**config.mk**
```make
export PLATFORM = sky130hd
export DESIGN_NAME = ppcfg_seq
export DESIGN_NICKNAME = d
export VERILOG_FILES = /design/src/rtl/ppcfg_seq.sv
export SDC_FILE = /design/constraint.sdc
export NUM_CORES = 1
export LEC_CHECK = 0
export BUFFER_PORTS_ARGS = -buffer_cell sky130_fd_sc_hd__buf_2
export CAP_MARGIN = 20
export CORE_MARGIN = 2
export CORE_UTILIZATION = 40
export DETAILED_ROUTE_END_ITERATION = 10
export PLACE_DENSITY = 0.65
export REMOVE_ABC_BUFFERS = 1
export SETUP_SLACK_MARGIN = 0.2
export SLEW_MARGIN = 20
export SYNTH_ARGS = -nofsm -noshare
export SYNTH_HDL_FRONTEND = slang
export SYNTH_SLANG_ARGS = --single-unit
```
**constraint.sdc**
```tcl
create_clock -name clk -period 2.6 [get_ports clk]
set_input_delay 0.52 -clock clk [delete_from_list [all_inputs] [get_ports clk]]
set_output_delay 0.52 -clock clk [all_outputs]
set_load 0.005 [all_outputs]
```
**src/rtl/ppcfg_seq.sv**
```systemverilog
module ppcfg_seq #(
  parameter int MSEL_W  = 3,
  parameter int TMO_CYC = 1000,
  parameter int XCLK_N  = 15,
  localparam int CW = $clog2(TMO_CYC + 1),
  localparam int XW = $clog2(XCLK_N + 1)
) (
  input  logic          clk,
  input  logic          rst_n,
  input  logic          start,
  input  logic          data_done,
  input  logic [MSEL_W-1:0] msel_i,
  input  logic          ncfg_pin_i,
  input  logic          nstatus_i,
  input  logic          conf_done_i,
  input  logic          conf_done_oe_i,
  input  logic          user_mode_i,
  output logic          ncfg_o,
  output logic          nce_o,
  output logic          ovr_n_o,
  output logic          en_ctrl_o,
  output logic          en_data_o,
  output logic          xclk_req_o,
  output logic [XW-1:0] xclk_num_o,
  output logic          busy_o,
  output logic          ok_o,
  output logic [1:0]    err_o
);

  typedef enum logic [3:0] {
    S_IDLE, S_WPIN, S_ARM, S_WPIN2, S_PLO, S_PHI, S_CHK,
    S_STRM, S_WCD, S_XCLK, S_WUM, S_FIN, S_OK, S_ERR
  } st_t;

  localparam logic [1:0] E_NONE = 2'd0;
  localparam logic [1:0] E_TMO  = 2'd1;
  localparam logic [1:0] E_PERM = 2'd2;
  localparam logic [1:0] E_LOST = 2'd3;

  st_t state_q, state_d;
  logic [1:0] err_q, err_d;
  logic [CW-1:0] cnt_q;
  logic tmo, msel_bad;

  assign tmo      = (cnt_q == CW'(TMO_CYC - 1));
  assign msel_bad = |(msel_i >> 1);

  always_comb begin
    state_d = state_q;
    err_d   = err_q;
    case (state_q)
      S_IDLE, S_OK, S_ERR:
        if (start) begin
          err_d = E_NONE;
          if (msel_bad) begin
            state_d = S_ERR;
            err_d   = E_PERM;
          end else begin
            state_d = S_WPIN;
          end
        end
      S_WPIN, S_WPIN2:
        if (ncfg_pin_i && nstatus_i) state_d = (state_q == S_WPIN) ? S_ARM : S_PLO;
        else if (tmo) begin state_d = S_ERR; err_d = E_TMO; end
      S_ARM: state_d = S_WPIN2;
      S_PLO:
        if (!nstatus_i) state_d = S_PHI;
        else if (tmo) begin state_d = S_ERR; err_d = E_TMO; end
      S_PHI:
        if (nstatus_i) state_d = S_CHK;
        else if (tmo) begin state_d = S_ERR; err_d = E_TMO; end
      S_CHK:
        if (!conf_done_i && conf_done_oe_i) state_d = S_STRM;
        else begin state_d = S_ERR; err_d = E_PERM; end
      S_STRM:
        if (data_done) state_d = S_WCD;
      S_WCD:
        if (conf_done_i) state_d = S_XCLK;
        else if (!nstatus_i) begin state_d = S_ERR; err_d = E_LOST; end
        else if (tmo) begin state_d = S_ERR; err_d = E_TMO; end
      S_XCLK: state_d = S_WUM;
      S_WUM:
        if (user_mode_i) state_d = S_FIN;
        else if (tmo) begin state_d = S_ERR; err_d = E_TMO; end
      S_FIN:
        if (user_mode_i && conf_done_i && nstatus_i) state_d = S_OK;
        else begin state_d = S_ERR; err_d = E_PERM; end
      default: state_d = S_IDLE;
    endcase
  end

  always_ff @(posedge clk or negedge rst_n) begin
    if (!rst_n) begin
      state_q <= S_IDLE;
      err_q   <= E_NONE;
      cnt_q   <= '0;
    end else begin
      state_q <= state_d;
      err_q   <= err_d;
      cnt_q   <= (state_d != state_q) ? '0 : cnt_q + 1'b1;
    end
  end

  logic selected, overridden, paths_on;
  assign selected   = state_q inside {S_WPIN2, S_PLO, S_PHI, S_CHK, S_STRM, S_WCD, S_XCLK, S_WUM};
  assign overridden = selected || (state_q == S_ARM);
  assign paths_on   = state_q inside {S_STRM, S_WCD, S_XCLK, S_WUM};

  assign ncfg_o     = (state_q != S_PLO);
  assign nce_o      = !selected;
  assign ovr_n_o    = !overridden;
  assign en_ctrl_o  = paths_on;
  assign en_data_o  = paths_on;
  assign xclk_req_o = (state_q == S_XCLK);
  assign xclk_num_o = xclk_req_o ? XW'(XCLK_N) : '0;
  assign busy_o     = !(state_q inside {S_IDLE, S_OK, S_ERR});
  assign ok_o       = (state_q == S_OK);
  assign err_o      = err_q;


  sel_needs_ovr_chk: assert property (@(posedge clk) disable iff (!rst_n)
    !nce_o |-> !ovr_n_o);


  data_needs_sel_chk: assert property (@(posedge clk) disable iff (!rst_n)
    en_data_o |-> (!nce_o && ncfg_o));


  xclk_single_chk: assert property (@(posedge clk) disable iff (!rst_n)
    xclk_req_o |=> !xclk_req_o);


  msel_reject_chk: assert property (@(posedge clk) disable iff (!rst_n)
    (!busy_o && start && msel_bad) |=> (err_o == E_PERM && !busy_o));


  status_lost_chk: assert property (@(posedge clk) disable iff (!rst_n)
    (state_q == S_WCD && !conf_done_i && !nstatus_i) |=> (err_o == E_LOST && !busy_o));


  ok_clean_chk: assert property (@(posedge clk) disable iff (!rst_n)
    ok_o |-> (err_o == E_NONE && !busy_o));

endmodule

```
==> flow_summary.json, run 1 <==
{
  "outcome": "completed",
  "viasPerCell": 5.91,
  "insertion_delay_ns": 0.25,
  "hold_buffers": 0,
  "post-route-period-util_pct": 85.2,
  "antenna_cells": 0,
  "dp_hpwl_um": 3060,
  "yosys_warnings": 0,
  "cp-end-kind": "register",
  "min_path_type": "input pin to asynchronous set/reset pin",
  "place_inst": 261,
  "worst_slew_pin_slew_ns": 0.466,
  "ff2ff_setup_slack_ns": 0.38,
  "dr_wl_met3_um": 271,
  "setup-violations-final": 0,
  "grt_pass1_wl_um": 6570,
  "synthArstFlopShare_pct": 100,
  "post-route-min-period_ns": 2.22,
  "leakagePower_nw": 0.752,
  "fmax_mhz": 451,
  "crit_fanout": 27,
  "fp.coreArea_um2": 3740,
  "numCtsBuffers": 3,
  "met2_length_um": 1900,
  "skew_ns": 0.00497,
  "crit_path_start_kind": "register",
  "synth_top_flop_cell": "dfrtp_1",
  "io_pins": 26,
  "powerDensity_nw_per_um2": 1250,
  "reg2reg_to": "cnt_q[9]",
  "startpoint": "state_q[1]",
  "relSlewSlack_pct": 68.9,
  "cts_root_buffer": "clkbuf_8",
  "rsz0062_at_grt": "false",
  "first_iter_violations": 107,
  "critPathKind": "register to register",
  "arrival_ns": 2.37,
  "setup_tns_ns": 0,
  "clk_path_buf_depth": 2,
  "die_h_um": 67.0,
  "dieArea_um2": 4480,
  "synth_edf_count": 0,
  "clock_sinks": 16,
  "grt.total_usage_pct": 19.4,
  "ys_ff_latch": 16,
  "grt_pass1_vias": 1439,
  "cts_tree": "yes",
  "gp_congestion": 0.936,
  "grt_max_degree": 28,
  "start_util_pct": 42.3,
  "critPathRequiredTime_ns": 2.75,
  "ant_nets": 0,
  "cp_slowest_cell": "dfrtp_1",
  "irDropWorstVdd_v": 0.000511,
  "dr_total_vias": 1567,
  "drtPass1Iterations": 4,
  "die_w_um": 67.0,
  "maxCapViolCount": 0,
  "rr_worst_depth": 7,
  "h-tree-depth": 1,
  "antenna_found_initial": 0,
  "rows": 22,
  "final_core_util_pct": 48.5,
  "wl_per_cell_um": 15.2,
  "syn_to_final_growth_pct": 14.4,
  "reg2reg_from": "state_q[1]",
  "layout.nets": 231,
  "wirelength_um": 4040,
  "hold_viol": 0,
  "critical_path.endpoint": "cnt_q[9]",
  "syn_area_um2": 1590,
  "syn_inst": 194,
  "crit_path_cell_trace": "buf_12 -> and2_4 -> a32oi_4 -> o31ai_2 -> o41ai_4 -> nand4_4 -> nor4_1",
  "met1_length_um": 1760,
  "drv_slew": 0,
  "io_buffers": 24,
  "avgSynthCellArea_um2": 8.17,
  "final_layout_size_suffix_gt1_share_pct": 28.6,
  "drc": 0,
  "ys_types": 61,
  "cts.clk_slew.worst_paths_ns": 0.06,
  "routed.top_layer": "met4",
  "synth_seq_area_share_pct": 25.3,
  "layoutNonFillerInstCount": 265,
  "cp_slowest_stage_delay_ns": 0.44,
  "grt_overflow": 0
}
## layer usage
layer	vias to the layer above	track usage (%)
li1	769	-
met1	723	24.2
met2	65	33.8
met3	10	1.52
met4	0	8.67
met5	-	0
## repair_timing
action                     CTS  global route
buffers inserted             0             0
setup endpoints to repair    0            17
gates resized for setup      0             3
## worst max-delay path: cells and delay by family, from the launching register on
kind | cells | cell delay [ns]
AND/OR/NAND/NOR | 3 | 0.71
buffers and inverters | 1 | 0.19
flip-flops | 1 | 0.44
AO/OA/AOI/OAI | 3 | 0.76
## worst min path at each step
stage	from	endpoint	slack, ns
after floorplan	rst_n	cnt_q[0]	0.22
final	rst_n	cnt_q[6]	0.17
after CTS	rst_n	cnt_q[8]	0.18
after global placement	rst_n	cnt_q[8]	0.45
after global routing	rst_n	cnt_q[6]	0.19
after detailed placement	rst_n	cnt_q[8]	0.45
## placed cells by master (no fill, tap or decap), types with 4 or more instances in the layout
cell,instances
nor3_1,5
inv_1,4
o21ai_0,9
xnor2_1,4
nand3_1,5
a31oi_1,6
nor2_1,11
buf_2,24
xor2_1,5
dfrtp_1,14
buf_4,11
nor4_1,10
clkbuf_8,4
nor2b_1,4
a21oi_1,16
or3_1,4
nand2_1,20
## cell families (layout without fill, tap and decap cells)
group	Yosys count	in the layout	synth area share, %
compound gates	61	61	29.7
xor+xnor	9	9	4.97
mux	1	1	0.710
buf+inv	23	46	8.76
flops	16	16	25.3
fa+ha+maj	1	1	0.789
simple gates	83	83	29.8
## layout make-up
class | count | area [µm²]
flip-flops and latches | 16 | 403
repair buffers | 36 | 223
inverters | 6 | 22.5
clock buffers | 4 | 55.1
multi-input cells | 155 | 1050
fillers | 388 | 1930
well taps | 48 | 60.1
## flip-flops by register name, summed over array words and instances, names as in the netlist
name,count
cnt_q,10
err_o,2
state_q,4
## cells in the mapped netlist, types with 4 or more instances
cell,n,area (µm²)
inv_1,4,15.0
nor2_1,11,41.3
nand3_1,5,25.0
xor2_1,5,43.8
buf_4,9,67.6
nor2b_1,4,25.0
xnor2_1,4,35.0
a31oi_1,6,37.5
nor3_1,6,30.0
nand2_1,20,75.1
or3_1,4,25.0
o21ai_0,9,45.0
a21oi_1,16,80.1
dfrtp_1,16,400
nor4_1,10,62.6
## metrics by stage
stage               hold slack (ns)  cell area [µm²]  power (mW)  worst slack, ns
floorplan                     0.224             1470        1.46            0.297
global placement              0.448             1750        2.02            0.257
detailed placement            0.452             1750        2.02            0.166
CTS                           0.178             1810        2.24            0.236
global route                  0.190             1810        2.45            0.240
finish                        0.168             1810        2.26            0.384
## report_power, final
| group | switching, mW | internal (mW) | leakage, nW |
|---|---|---|---|
| Clock | 0.0852 | 0.134 | 0.0288 |
| Combinational | 0.940 | 0.703 | 0.512 |
| Sequential | 0.0929 | 0.308 | 0.212 |
| Total | 1.12 | 1.14 | 0.752 |
Note: power is estimated with default switching activity, not from simulation.
==> run 2: changes to the inputs <==
--- a/config.mk
+++ b/config.mk
@@ -7,10 +7,11 @@
 export LEC_CHECK = 0
 export BUFFER_PORTS_ARGS = -buffer_cell sky130_fd_sc_hd__buf_2
 export CAP_MARGIN = 20
+export CORE_ASPECT_RATIO = 0.9
 export CORE_MARGIN = 2
-export CORE_UTILIZATION = 40
+export CORE_UTILIZATION = 56
 export DETAILED_ROUTE_END_ITERATION = 10
-export PLACE_DENSITY = 0.65
+export PLACE_DENSITY = 0.84
 export REMOVE_ABC_BUFFERS = 1
 export SETUP_SLACK_MARGIN = 0.2
 export SLEW_MARGIN = 20
==> run 2 against run 1 <==
- critical path type unchanged
- via count rose by 5.5%
- power rose by 8.6%
- largest power group unchanged
- cell area rose by 3.9%
- clock skew rose by 0.0042 ns
- combinational power rose by 15%
- register-to-register slack got worse by 0.12 ns
- global-route usage rose by 7.8 points
- first-iteration DRC count rose by 46%
- clock power fell by 26%
- sequential cell count did not move
- sequential power rose by 1%
==> flow_summary.json, run 2 (synthesis gave the netlist of run 1 again) <==
{
  "leakagePower_nw": 0.775,
  "hold_viol": 0,
  "finalPower_mw": 2.46,
  "most-common-layout-cells": "buf_2, nand2_1, a21oi_1, buf_4, dfrtp_1",
  "cts_tree": "yes",
  "h-tree-depth": 1,
  "gp_congestion": 1.01,
  "grt.total_usage_pct": 27.2,
  "viasPerCell": 6.31,
  "crit_path_start_kind": "register",
  "post-route-period-util_pct": 89.7,
  "maxCapViolCount": 0,
  "syn_to_final_growth_pct": 18.9,
  "setup_tns_ns": 0,
  "skew_ns": 0.00916,
  "rr_worst_depth": 8,
  "rsz0062_at_grt": "true",
  "arrival_ns": 2.52,
  "cp-end-kind": "register",
  "irDropWorstVdd_v": 0.000762,
  "setup-violations-final": 0,
  "reg2reg_to": "cnt_q[8]",
  "antenna_found_initial": 0,
  "grt_overflow": 0,
  "io_pins": 26,
  "worst_slack_ns": 0.267,
  "drc": 0,
  "ff2ff_setup_slack_ns": 0.27,
  "rows": 18,
  "die_h_um": 54.5,
  "wl_per_cell_um": 17.1,
  "cp_top_family": "simple AND/OR/NAND/NOR gates",
  "die_w_um": 60.1,
  "cts.clk_slew.worst_paths_ns": 0.10,
  "crit_fanout": 12,
  "dieArea_um2": 3270,
  "post-route-cell-area_um2": 1880,
  "start_util_pct": 58.2,
  "first_iter_violations": 156,
  "place_inst": 253,
  "critPathKind": "register to register",
  "path_buf_inv": 2,
  "relSlewSlack_pct": 69.7,
  "dp_hpwl_um": 3170,
  "grt_pass1_wl_um": 6530,
  "post-place-ws_ns": 0.203,
  "fp.coreArea_um2": 2730,
  "dr_total_vias": 1653,
  "cpMostUsedCell": "buf_4",
  "layout.nets": 236,
  "worst_slew_pin_slew_ns": 0.453,
  "io_buffers": 24,
  "critPathRequiredTime_ns": 2.78,
  "clock_sinks": 16,
  "startpoint": "state_q[3]",
  "grt_max_degree": 19,
  "cp_slowest_cell": "dfrtp_2",
  "fmax_mhz": 429,
  "min_path_type": "input pin to asynchronous set/reset pin",
  "top_register": "cnt_q",
  "post-route-min-period_ns": 2.33,
  "cp_slowest_stage_delay_ns": 0.51,
  "largest_register_ffs": 10,
  "layout_commonest_cell": "buf_2",
  "numCtsBuffers": 3,
  "cts_root_buffer": "clkbuf_4",
  "wirelength_um": 4480,
  "outcome": "completed",
  "drv_slew": 0,
  "ant_nets": 0,
  "drtPass1Iterations": 4,
  "final_layout_size_suffix_gt1_share_pct": 33.3,
  "layoutNonFillerInstCount": 262,
  "clk_path_buf_depth": 2,
  "reg2reg_from": "state_q[3]",
  "antenna_cells": 0,
  "crit_path_cell_trace": "nor2b_1 -> buf_4 -> o21ai_1 -> a21oi_1 -> o41ai_4 -> buf_4 -> nand4_4 -> nor4_1",
  "insertion_delay_ns": 0.29,
  "hold_buffers": 0,
  "dpl-instance-area_um2": 1730,
  "powerDensity_nw_per_um2": 1300,
  "grt_pass1_vias": 1329
}
[run 2: worst max-delay path by stage]
stage                     slack [ns]  cells after the start        to
final                           0.27                      8  cnt_q[8]
after floorplan                 0.30                      6  cnt_q[2]
after global routing            0.11                      8  cnt_q[8]
after CTS                       0.26                      8  cnt_q[7]
after detailed placement        0.20                      8  cnt_q[7]
after global placement          0.28                      7  cnt_q[6]
[run 2: layout make-up]
type / count / area (µm²)
multi-input cells: 156 / 1130
fillers: 228 / 841
flip-flops and latches: 16 / 404
well taps: 40 / 50.0
inverters: 6 / 22.5
repair buffers: 40 / 240
clock buffers: 4 / 36.3
[run 2: per-layer routing]
layer / global-route usage, % / vias up / wire length [µm]
met3: 7.57 / 12 / 367
li1: - / 786 / -
met1: 39.0 / 767 / 2060
met5: 0 / - / 0
met2: 40.8 / 88 / 1960
met4: 5.56 / 0 / 86
[run 2: repair_timing]
item | 4_1_cts | 5_1_grt
pin swaps | 0 | 3
buffers inserted | 0 | 4
setup endpoints to repair | 3 | 17
cloned | 0 | 1
gates resized for setup | 1 | 14
[run 2: through the flow]
stage / hold slack [ns] / utilization (%)
global route: 0.145 / 69.1
floorplan: 0.224 / -
global placement: 0.438 / 63.5
CTS: 0.131 / 64.8
finish: 0.126 / 69.1
detailed placement: 0.450 / 63.5
[run 2: power by group]
| part | internal (mW) | switching [mW] |
|---|---|---|
| clock network | 0.0853 | 0.0780 |
| logic | 0.795 | 1.09 |
| registers | 0.308 | 0.0963 |
